[config.mk]
export PLATFORM = sky130hd
export DESIGN_NAME = regport_slave
export DESIGN_NICKNAME = d
export VERILOG_FILES = /design/src/rtl/regport_slave.sv
export SDC_FILE = /design/constraint.sdc
export NUM_CORES = 1
export LEC_CHECK = 0
export ABC_AREA = 1
export BUFFER_PORTS_ARGS = -buffer_cell sky130_fd_sc_hd__buf_2
export CORE_ASPECT_RATIO = 1.5
export CORE_UTILIZATION = 65
export DETAILED_ROUTE_END_ITERATION = 10
export PLACE_DENSITY = 0.87
export SLEW_MARGIN = 20
export SYNTH_ARGS = -nofsm -noshare
export SYNTH_HDL_FRONTEND = slang
export SYNTH_SLANG_ARGS = --single-unit
[constraint.sdc]
create_clock -name clk -period 3.8 [get_ports clk]
set_clock_uncertainty 0.15 [all_clocks]
set_input_delay 0.76 -clock clk [delete_from_list [all_inputs] [get_ports clk]]
set_output_delay 0.76 -clock clk [all_outputs]
set_load 0.01 [all_outputs]
[src/rtl/regport_slave.sv]
module regport_slave #(
  parameter logic [5:0] DEV_ID   = 6'b111010,
  parameter int         FILT_LEN = 4
) (
  input  logic clk,
  input  logic rst_n,
  input  logic addr_strap_i,
  input  logic scl_i,
  input  logic sda_i,
  output logic sda_oe_o
);

  localparam int AW   = 6;
  localparam int NREG = 1 << AW;
  localparam int FW   = $clog2(FILT_LEN + 1);

  typedef enum logic [2:0] {ST_IDLE, ST_DEV, ST_REG, ST_WR, ST_RD, ST_IGN} st_t;

  logic [1:0] raw, flt, flt_d;
  assign raw = {scl_i, sda_i};

  for (genvar g = 0; g < 2; g++) begin : g_filt
    logic q1, q2, qf;
    logic [FW-1:0] cnt;
    always_ff @(posedge clk or negedge rst_n) begin
      if (!rst_n) begin
        q1  <= 1'b1;
        q2  <= 1'b1;
        qf  <= 1'b1;
        cnt <= '0;
      end else begin
        q1 <= raw[g];
        q2 <= q1;
        if (q2 == qf) cnt <= '0;
        else if (cnt == FW'(FILT_LEN - 1)) begin
          qf  <= q2;
          cnt <= '0;
        end else cnt <= cnt + 1'b1;
      end
    end
    assign flt[g] = qf;
  end

  always_ff @(posedge clk or negedge rst_n)
    if (!rst_n) flt_d <= 2'b11;
    else        flt_d <= flt;

  logic scl_f, sda_f, scl_d, sda_d;
  assign {scl_f, sda_f} = flt;
  assign {scl_d, sda_d} = flt_d;

  logic rise, fall, start_ev, stop_ev;
  assign rise     = scl_f & ~scl_d;
  assign fall     = ~scl_f & scl_d;
  assign start_ev = scl_f & scl_d & sda_d & ~sda_f;
  assign stop_ev  = scl_f & scl_d & ~sda_d & sda_f;

  st_t           st;
  logic [3:0]    bitcnt;
  logic [7:0]    shreg, txsh;
  logic [AW-1:0] ptr;
  logic          auto_f, rw_f, mack, ack_drv, tx_en;
  logic [7:0]    regs [NREG];

  logic dev_match, active;
  assign dev_match = shreg[7:1] == {DEV_ID, addr_strap_i};
  assign active    = (st != ST_IDLE) && (st != ST_IGN);

  always_ff @(posedge clk or negedge rst_n) begin
    if (!rst_n) begin
      st      <= ST_IDLE;
      bitcnt  <= '0;
      shreg   <= '0;
      txsh    <= '0;
      ptr     <= '0;
      auto_f  <= 1'b0;
      rw_f    <= 1'b0;
      mack    <= 1'b0;
      ack_drv <= 1'b0;
      tx_en   <= 1'b0;
      for (int i = 0; i < NREG; i++) regs[i] <= '0;
    end else if (start_ev) begin
      st      <= ST_DEV;
      bitcnt  <= '0;
      ack_drv <= 1'b0;
      tx_en   <= 1'b0;
    end else if (stop_ev) begin
      st      <= ST_IDLE;
      bitcnt  <= '0;
      ack_drv <= 1'b0;
      tx_en   <= 1'b0;
    end else if (active) begin
      if (rise) begin
        if (bitcnt < 4'd8)  shreg <= {shreg[6:0], sda_f};
        if (bitcnt == 4'd8) mack  <= ~sda_f;
        if (bitcnt != 4'd9) bitcnt <= bitcnt + 4'd1;
      end else if (fall) begin
        if (bitcnt == 4'd8) begin
          unique case (st)
            ST_DEV: if (dev_match) begin
                      ack_drv <= 1'b1;
                      rw_f    <= shreg[0];
                    end else st <= ST_IGN;
            ST_REG: begin
                      ack_drv <= 1'b1;
                      auto_f  <= shreg[6];
                      ptr     <= shreg[AW-1:0];
                    end
            ST_WR:  begin
                      ack_drv   <= 1'b1;
                      regs[ptr] <= shreg;
                      if (auto_f) ptr <= ptr + 1'b1;
                    end
            ST_RD:  begin
                      tx_en <= 1'b0;
                      if (auto_f) ptr <= ptr + 1'b1;
                    end
            default: ;
          endcase
        end else if (bitcnt == 4'd9) begin
          ack_drv <= 1'b0;
          bitcnt  <= '0;
          unique case (st)
            ST_DEV: if (rw_f) begin
                      st    <= ST_RD;
                      txsh  <= regs[ptr];
                      tx_en <= 1'b1;
                    end else st <= ST_REG;
            ST_REG: st <= ST_WR;
            ST_WR:  st <= auto_f ? ST_WR : ST_REG;
            ST_RD:  if (mack) begin
                      txsh  <= regs[ptr];
                      tx_en <= 1'b1;
                    end else st <= ST_IGN;
            default: ;
          endcase
        end else if (bitcnt != 4'd0 && st == ST_RD) begin
          txsh <= {txsh[6:0], 1'b0};
        end
      end
    end
  end

  assign sda_oe_o = ack_drv | (tx_en & ~txsh[7]);

  AST_OE_HOLD_HIGH: assert property (@(posedge clk) disable iff (!rst_n)
    (scl_f && scl_d && !$past(start_ev) && !$past(stop_ev)) |-> $stable(sda_oe_o));
  AST_IGN_SILENT: assert property (@(posedge clk) disable iff (!rst_n)
    (st == ST_IGN) |-> !sda_oe_o);
  AST_STOP_RELEASE: assert property (@(posedge clk) disable iff (!rst_n)
    stop_ev |=> (st == ST_IDLE && !sda_oe_o));
  AST_START_DEV: assert property (@(posedge clk) disable iff (!rst_n)
    start_ev |=> (st == ST_DEV && bitcnt == 4'd0));
  AST_AUTO_STEP: assert property (@(posedge clk) disable iff (!rst_n)
    (fall && bitcnt == 4'd8 && st == ST_WR && auto_f) |=> (ptr == $past(ptr) + 6'd1));

endmodule

; ---- Word-level counts from Yosys, hierarchy flattened
; Cells that the tools add are included.
[totals]
ff_bits = 560
inputBits = 5
output_inout_bits = 1
wordCells = 226
[op_classes]
n_addsub = 4
magnitude_cmp = 3
eq_ne = 28
mux = 58
n_bitwise = 21
n_reduce_logical = 29
[ops]
columns = cell, n
row1 = bitwise mux 512 bit, 1
row2 = two-way mux 8 bit, 7
row3 = binary-select mux 8 bit (select 6 bit), 1
row4 = demux 8 bit (select 6 bit), 1
row5 = two-way mux 3 bit, 15
row6 = two-way mux 4 bit, 8
row7 = AND reduction 8 bit, 4
row8 = != test 5 bit (second input constant), 4
row9 = nonzero test 4 bit, 5
row10 = two-way mux 1 bit, 19
row11 = case mux 8 bit (2 select lines), 1
row12 = AND reduction 5 bit, 3
row13 = AND reduction 7 bit, 2
row14 = equality test 3 x 2 -> 1 bit (second input constant), 4
row15 = != test 4 bit (second input constant), 3
row16 = case mux 3 bit (4 select lines), 1
row17 = case mux 6 bit (2 select lines), 1
row18 = NOT 1 bit, 11
row19 = AND reduction 10 bit, 1
row20 = != test 3 bit (second input constant), 3
row21 = nonzero test 3 bit, 3
row22 = bitwise AND 1 bit, 8
row23 = equality test 4 bit (second input constant), 2
row24 = != test 4 x 3 -> 1 bit (second input constant), 2
row25 = other kinds (24), 33

; ---- Depth between registers and ports, before layout
[logic_depth]
depth_word = 9
depth_mapped = 15
depth_no_buf = 13

; ---- Worst setup path before layout
; No wires, ideal clock.
[synth_path]
path_kind = reg-to-reg
start = reg bitcnt[0]
end = reg regs[134] in the netlist's numbering
setup_time_ps = 133
arrival_ps = 2124
required_ps = 3517
setup_slack_ps = 1392
stages_incl_launch_ff = 13
n_path_buf = 1
synth_period_minus_slack_ps = 2408
path_cell_list = dfrtp_1 -> inv_1 -> ha_1 -> nand3_1 -> nor2_2 -> nand2_1 -> inv_2 -> nand3_4 -> nor2_4 -> nand2_4 -> clkbuf_1 -> nand2_1 -> o21ai_0
[synth_between]
elab_chain_len = 2
[synth_rtl]
columns = element, line
row1 = from (decl), 59  ; logic [3:0] bitcnt;
row2 = from (signal assigned), 96  ; if (bitcnt != 4'd9) bitcnt <= bitcnt + 4'd1;
row3 = equality test 4 bit, 98  ; if (bitcnt == 4'd8) begin
row4 = AND reduction 7 bit (no source line), --
row5 = "to (signal, indexed assignment)", 111  ; regs[ptr] <= shreg;
row6 = to (decl), 63  ; logic [7:0] regs [NREG];
; Every way passes these cells.
; A chain may end at the register's enable or synchronous reset.

; ---- Final worst setup path
[layout_path]
start = reg bitcnt[0]
end = reg regs[381] in the netlist's numbering
; The elaborated chain is that of the path after synthesis.

==> results.yml <==
run_status:
  status: "completed"
timing:
  finalSetupViolCount: 0
  finalCritPeriodShare_pct: 90.8
  whs_ns: 0.0834
  grt_setup_unrepaired: "no"
  worstMarginPinSlew_ns: 1.06
  fmax_mhz: 290
  hold_viol_final: 0
  maxSlewViolCount: 0
  layout_min_cycle_time_ns: 3.45
  fin_setup_tns_ns: 0
  relSlewSlack_pct: 28.8
detailed_routing:
  first_iter_violations: 2812
  vias_per_cell: 5.99
  drc: 0
  ant_nets: 0
  via_count: 23600
  totalWireLength_um: 74100
  drtPass1Iterations: 8
  wire_per_inst_um: 18.8
synthesis:
  synth_top_area_share_pct: 51.9
  yosysWarnings: 0
  syn_nets: 3506
  synth-compound-area-share_pct: 13.5
  yosysMostFrequentCell: "nand2_1"
  synth_common_cells: "nand2_1 (1263), o21ai_0 (564), dfrtp_1 (552), inv_1 (356), clkbuf_1 (191)"
  synth_top_family_by_area: "simple AND/OR/NAND/NOR gates"
  syn-cell-area_sq_um: 26600
  synthMuxAreaShare_pct: 0
  synth_fa_ha_area_share_pct: 0.423
  synth_edf_count: 0
  synth_area_leader_cell: "dfrtp_1"
  ys.flop_type: "dfrtp_1"
  syn_inst: 3492
  synth.top_cells.by_area: "dfrtp_1 (52%), nand2_1 (18%), o21ai_0 (11%)"
  synth-xor-area-share_pct: 0.198
  synth_area_per_cell_sq_um: 7.62
  synth-async-reset-ratio_pct: 100
  yosys.area_share.simple_pct: 25.1
  synthDistinctLibCells: 38
  ys_ff_latch: 560
  ys_seq_area_share_pct: 52.7
floorplanning:
  rows: 90
  die_height_um: 250
  start_util_pct: 66.0
  die-width_um: 167
  io_pins: 6
  dieArea_sq_um: 41800
  core-area_sq_um: 40300
setup_path:
  crit_required_ns: 4.08
  critPathMaxFanout: 16
  rr_endpoint: "regs[381]$_DFFE_PN0P_"
  r2r_start: "bitcnt[0]$_DFFE_PN0P_"
  r2r_cells: 11
  cp.arrival_ns: 3.73
  path_class: "reg2reg"
  worst_setup_path_end_kind: "register"
  setup.worst_path.start_class: "register"
  r2r_slack_ns: 0.35
place:
  hpwl_um: 46200
  gp_congestion: 0.958
  port_buffers: 5
clock_tree:
  cts_hold_buf: 0
  cts_resized: 0
  clkLatencyLatePin_ns: 0.58
  clockBufferDepth: 3
  clk_pin_slew_worst_paths_ns: 0.07
  post_cts_buffers: 0
  cts_buffers: 50
  cts_tree: "built"
  clock-sinks: 560
  cts_max_level: 2
  cts_root_buf: "clkbuf_16"
power_and_ir_drop:
  p_leak_nw: 13.5
  ir_drop_mv: 0.301
  cellPowerDensity_nw_per_um2: 443
finish:
  syn2layout_area_growth_pct: 8.13
  multi_input_area_sq_um: 10500
  num-nets-final: 3412
  final_layout_size_suffix_gt1_share_pct: 6.08
  fillers: 2959
  seq_area_sq_um: 14000
global_routing:
  grt_pass1_wl_um: 119000
  grt_max_degree: 106
  grt_antenna_before_repair: 0
  grt_pass1_vias: 22900
  grtUsageTotal_pct: 36.2
  overflow: 0
job:
  max-cap-violations: 0
min_path:
  hp-class: "in2async"
cells by family after synthesis:
kind of cell,Yosys count
and+or+nand+nor,1663
AOI/OAI and AO/OA,683
buffers and inverters,571
DFF,560
adders and majority gates,9
xor gates and xnor gates,6
cell usage in the layout, fill, tap and decap left out, types with 2 or more instances in the layout:
| cell | n |
|---|---|
| clkbuf_16 | 51 |
| xnor2_1 | 3 |
| clkinv_2 | 9 |
| clkbuf_8 | 14 |
| nand2_4 | 7 |
| buf_2 | 4 |
| inv_2 | 9 |
| or2_2 | 24 |
| nor2_4 | 5 |
| clkinv_1 | 3 |
| dfstp_2 | 8 |
| o21ai_1 | 40 |
| nor3_1 | 11 |
| xor2_1 | 3 |
| ha_1 | 9 |
| nand4_1 | 13 |
| inv_1 | 349 |
| nand3_1 | 152 |
| buf_12 | 12 |
| bufinv_16 | 3 |
| nor2_2 | 8 |
| nor2_1 | 171 |
| buf_4 | 45 |
| clkbuf_1 | 12 |
| o21ai_0 | 564 |
| inv_6 | 2 |
| nor3b_1 | 2 |
| a21oi_1 | 8 |
| nand2_1 | 1263 |
| a211oi_1 | 2 |
| o211ai_1 | 64 |
| dfrtp_1 | 551 |
per-layer routing:
metal	vias to the layer above	track usage, %	part of all wire, %
met2	1236	59.4	48
met5	-	0	0
li1	10800	-	-
met4	0	23.3	6.7
met3	317	6.20	8.4
met1	11300	44.4	37
area by class of cell:
cell class,count,area share (%)
multi-input cells,2361,36.4
well taps,506,2.20
inverters,363,4.76
clock inverters,13,0.509
repair buffers,62,2.13
flip-flops and latches,560,48.8
clock buffers,77,5.26
diodes,1,0.00870
state kept, by name, indices dropped and copies added, names as in the netlist:
signal / count
ack_drv: 1
auto_f: 1
bitcnt: 4
flt_d: 2
g_filt.cnt: 6
g_filt.q1: 2
g_filt.q2: 2
g_filt.qf: 2
mack: 1
ptr: 6
regs: 512
rw_f: 1
shreg: 8
st: 3
tx_en: 1
txsh: 8
through the flow:
stage	worst slack [ns]	area (sq um)	utilization [%]	total power (W)	instances
final	0.351	28800	71.3	0.0127	3943
after global routing	0.182	28800	71.3	0.0131	3942
after CTS	0.477	28800	71.3	0.0127	3942
after detailed placement	0.522	27100	67.2	0.00764	3852
after global placement	0.399	27100	67.2	0.00759	3852
after floorplan	1.39	26600	-	0.00699	3492
report_power, final:
part | internal [W] | switching, W
registers | 0.00607 | 0.0000998
clock network | 0.00294 | 0.00224
logic | 0.000214 | 0.00118
total | 0.00923 | 0.00352
worst max-delay path: stages (launching register included):
cell	delay, ns
dfrtp_1	0.42
inv_1	0.11
ha_1	0.20
nand3_1	0.22
nor2_2	0.24
nand2_1	0.18
inv_2	0.12
nand3_4	0.25
inv_2	0.39
nand4_1	0.62
nand2_1	0.26
o21ai_0	0.13
worst max-delay path by stage:
stage,from,to,slack (ns),depth (start not counted)
after CTS,bitcnt[0]$_DFFE_PN0P_,regs[381]$_DFFE_PN0P_,0.48,11
after floorplan,bitcnt[0]$_DFFE_PN0P_,regs[134]$_DFFE_PN0P_,1.39,12
final,bitcnt[0]$_DFFE_PN0P_,regs[381]$_DFFE_PN0P_,0.35,11
after detailed placement,bitcnt[0]$_DFFE_PN0P_,regs[377]$_DFFE_PN0P_,0.52,10
after global placement,ptr[1]$_DFFE_PN0P_,regs[360]$_DFFE_PN0P_,0.40,7
after global routing,bitcnt[0]$_DFFE_PN0P_,regs[510]$_DFFE_PN0P_,0.18,10
Power figures use the tool's default switching activity.
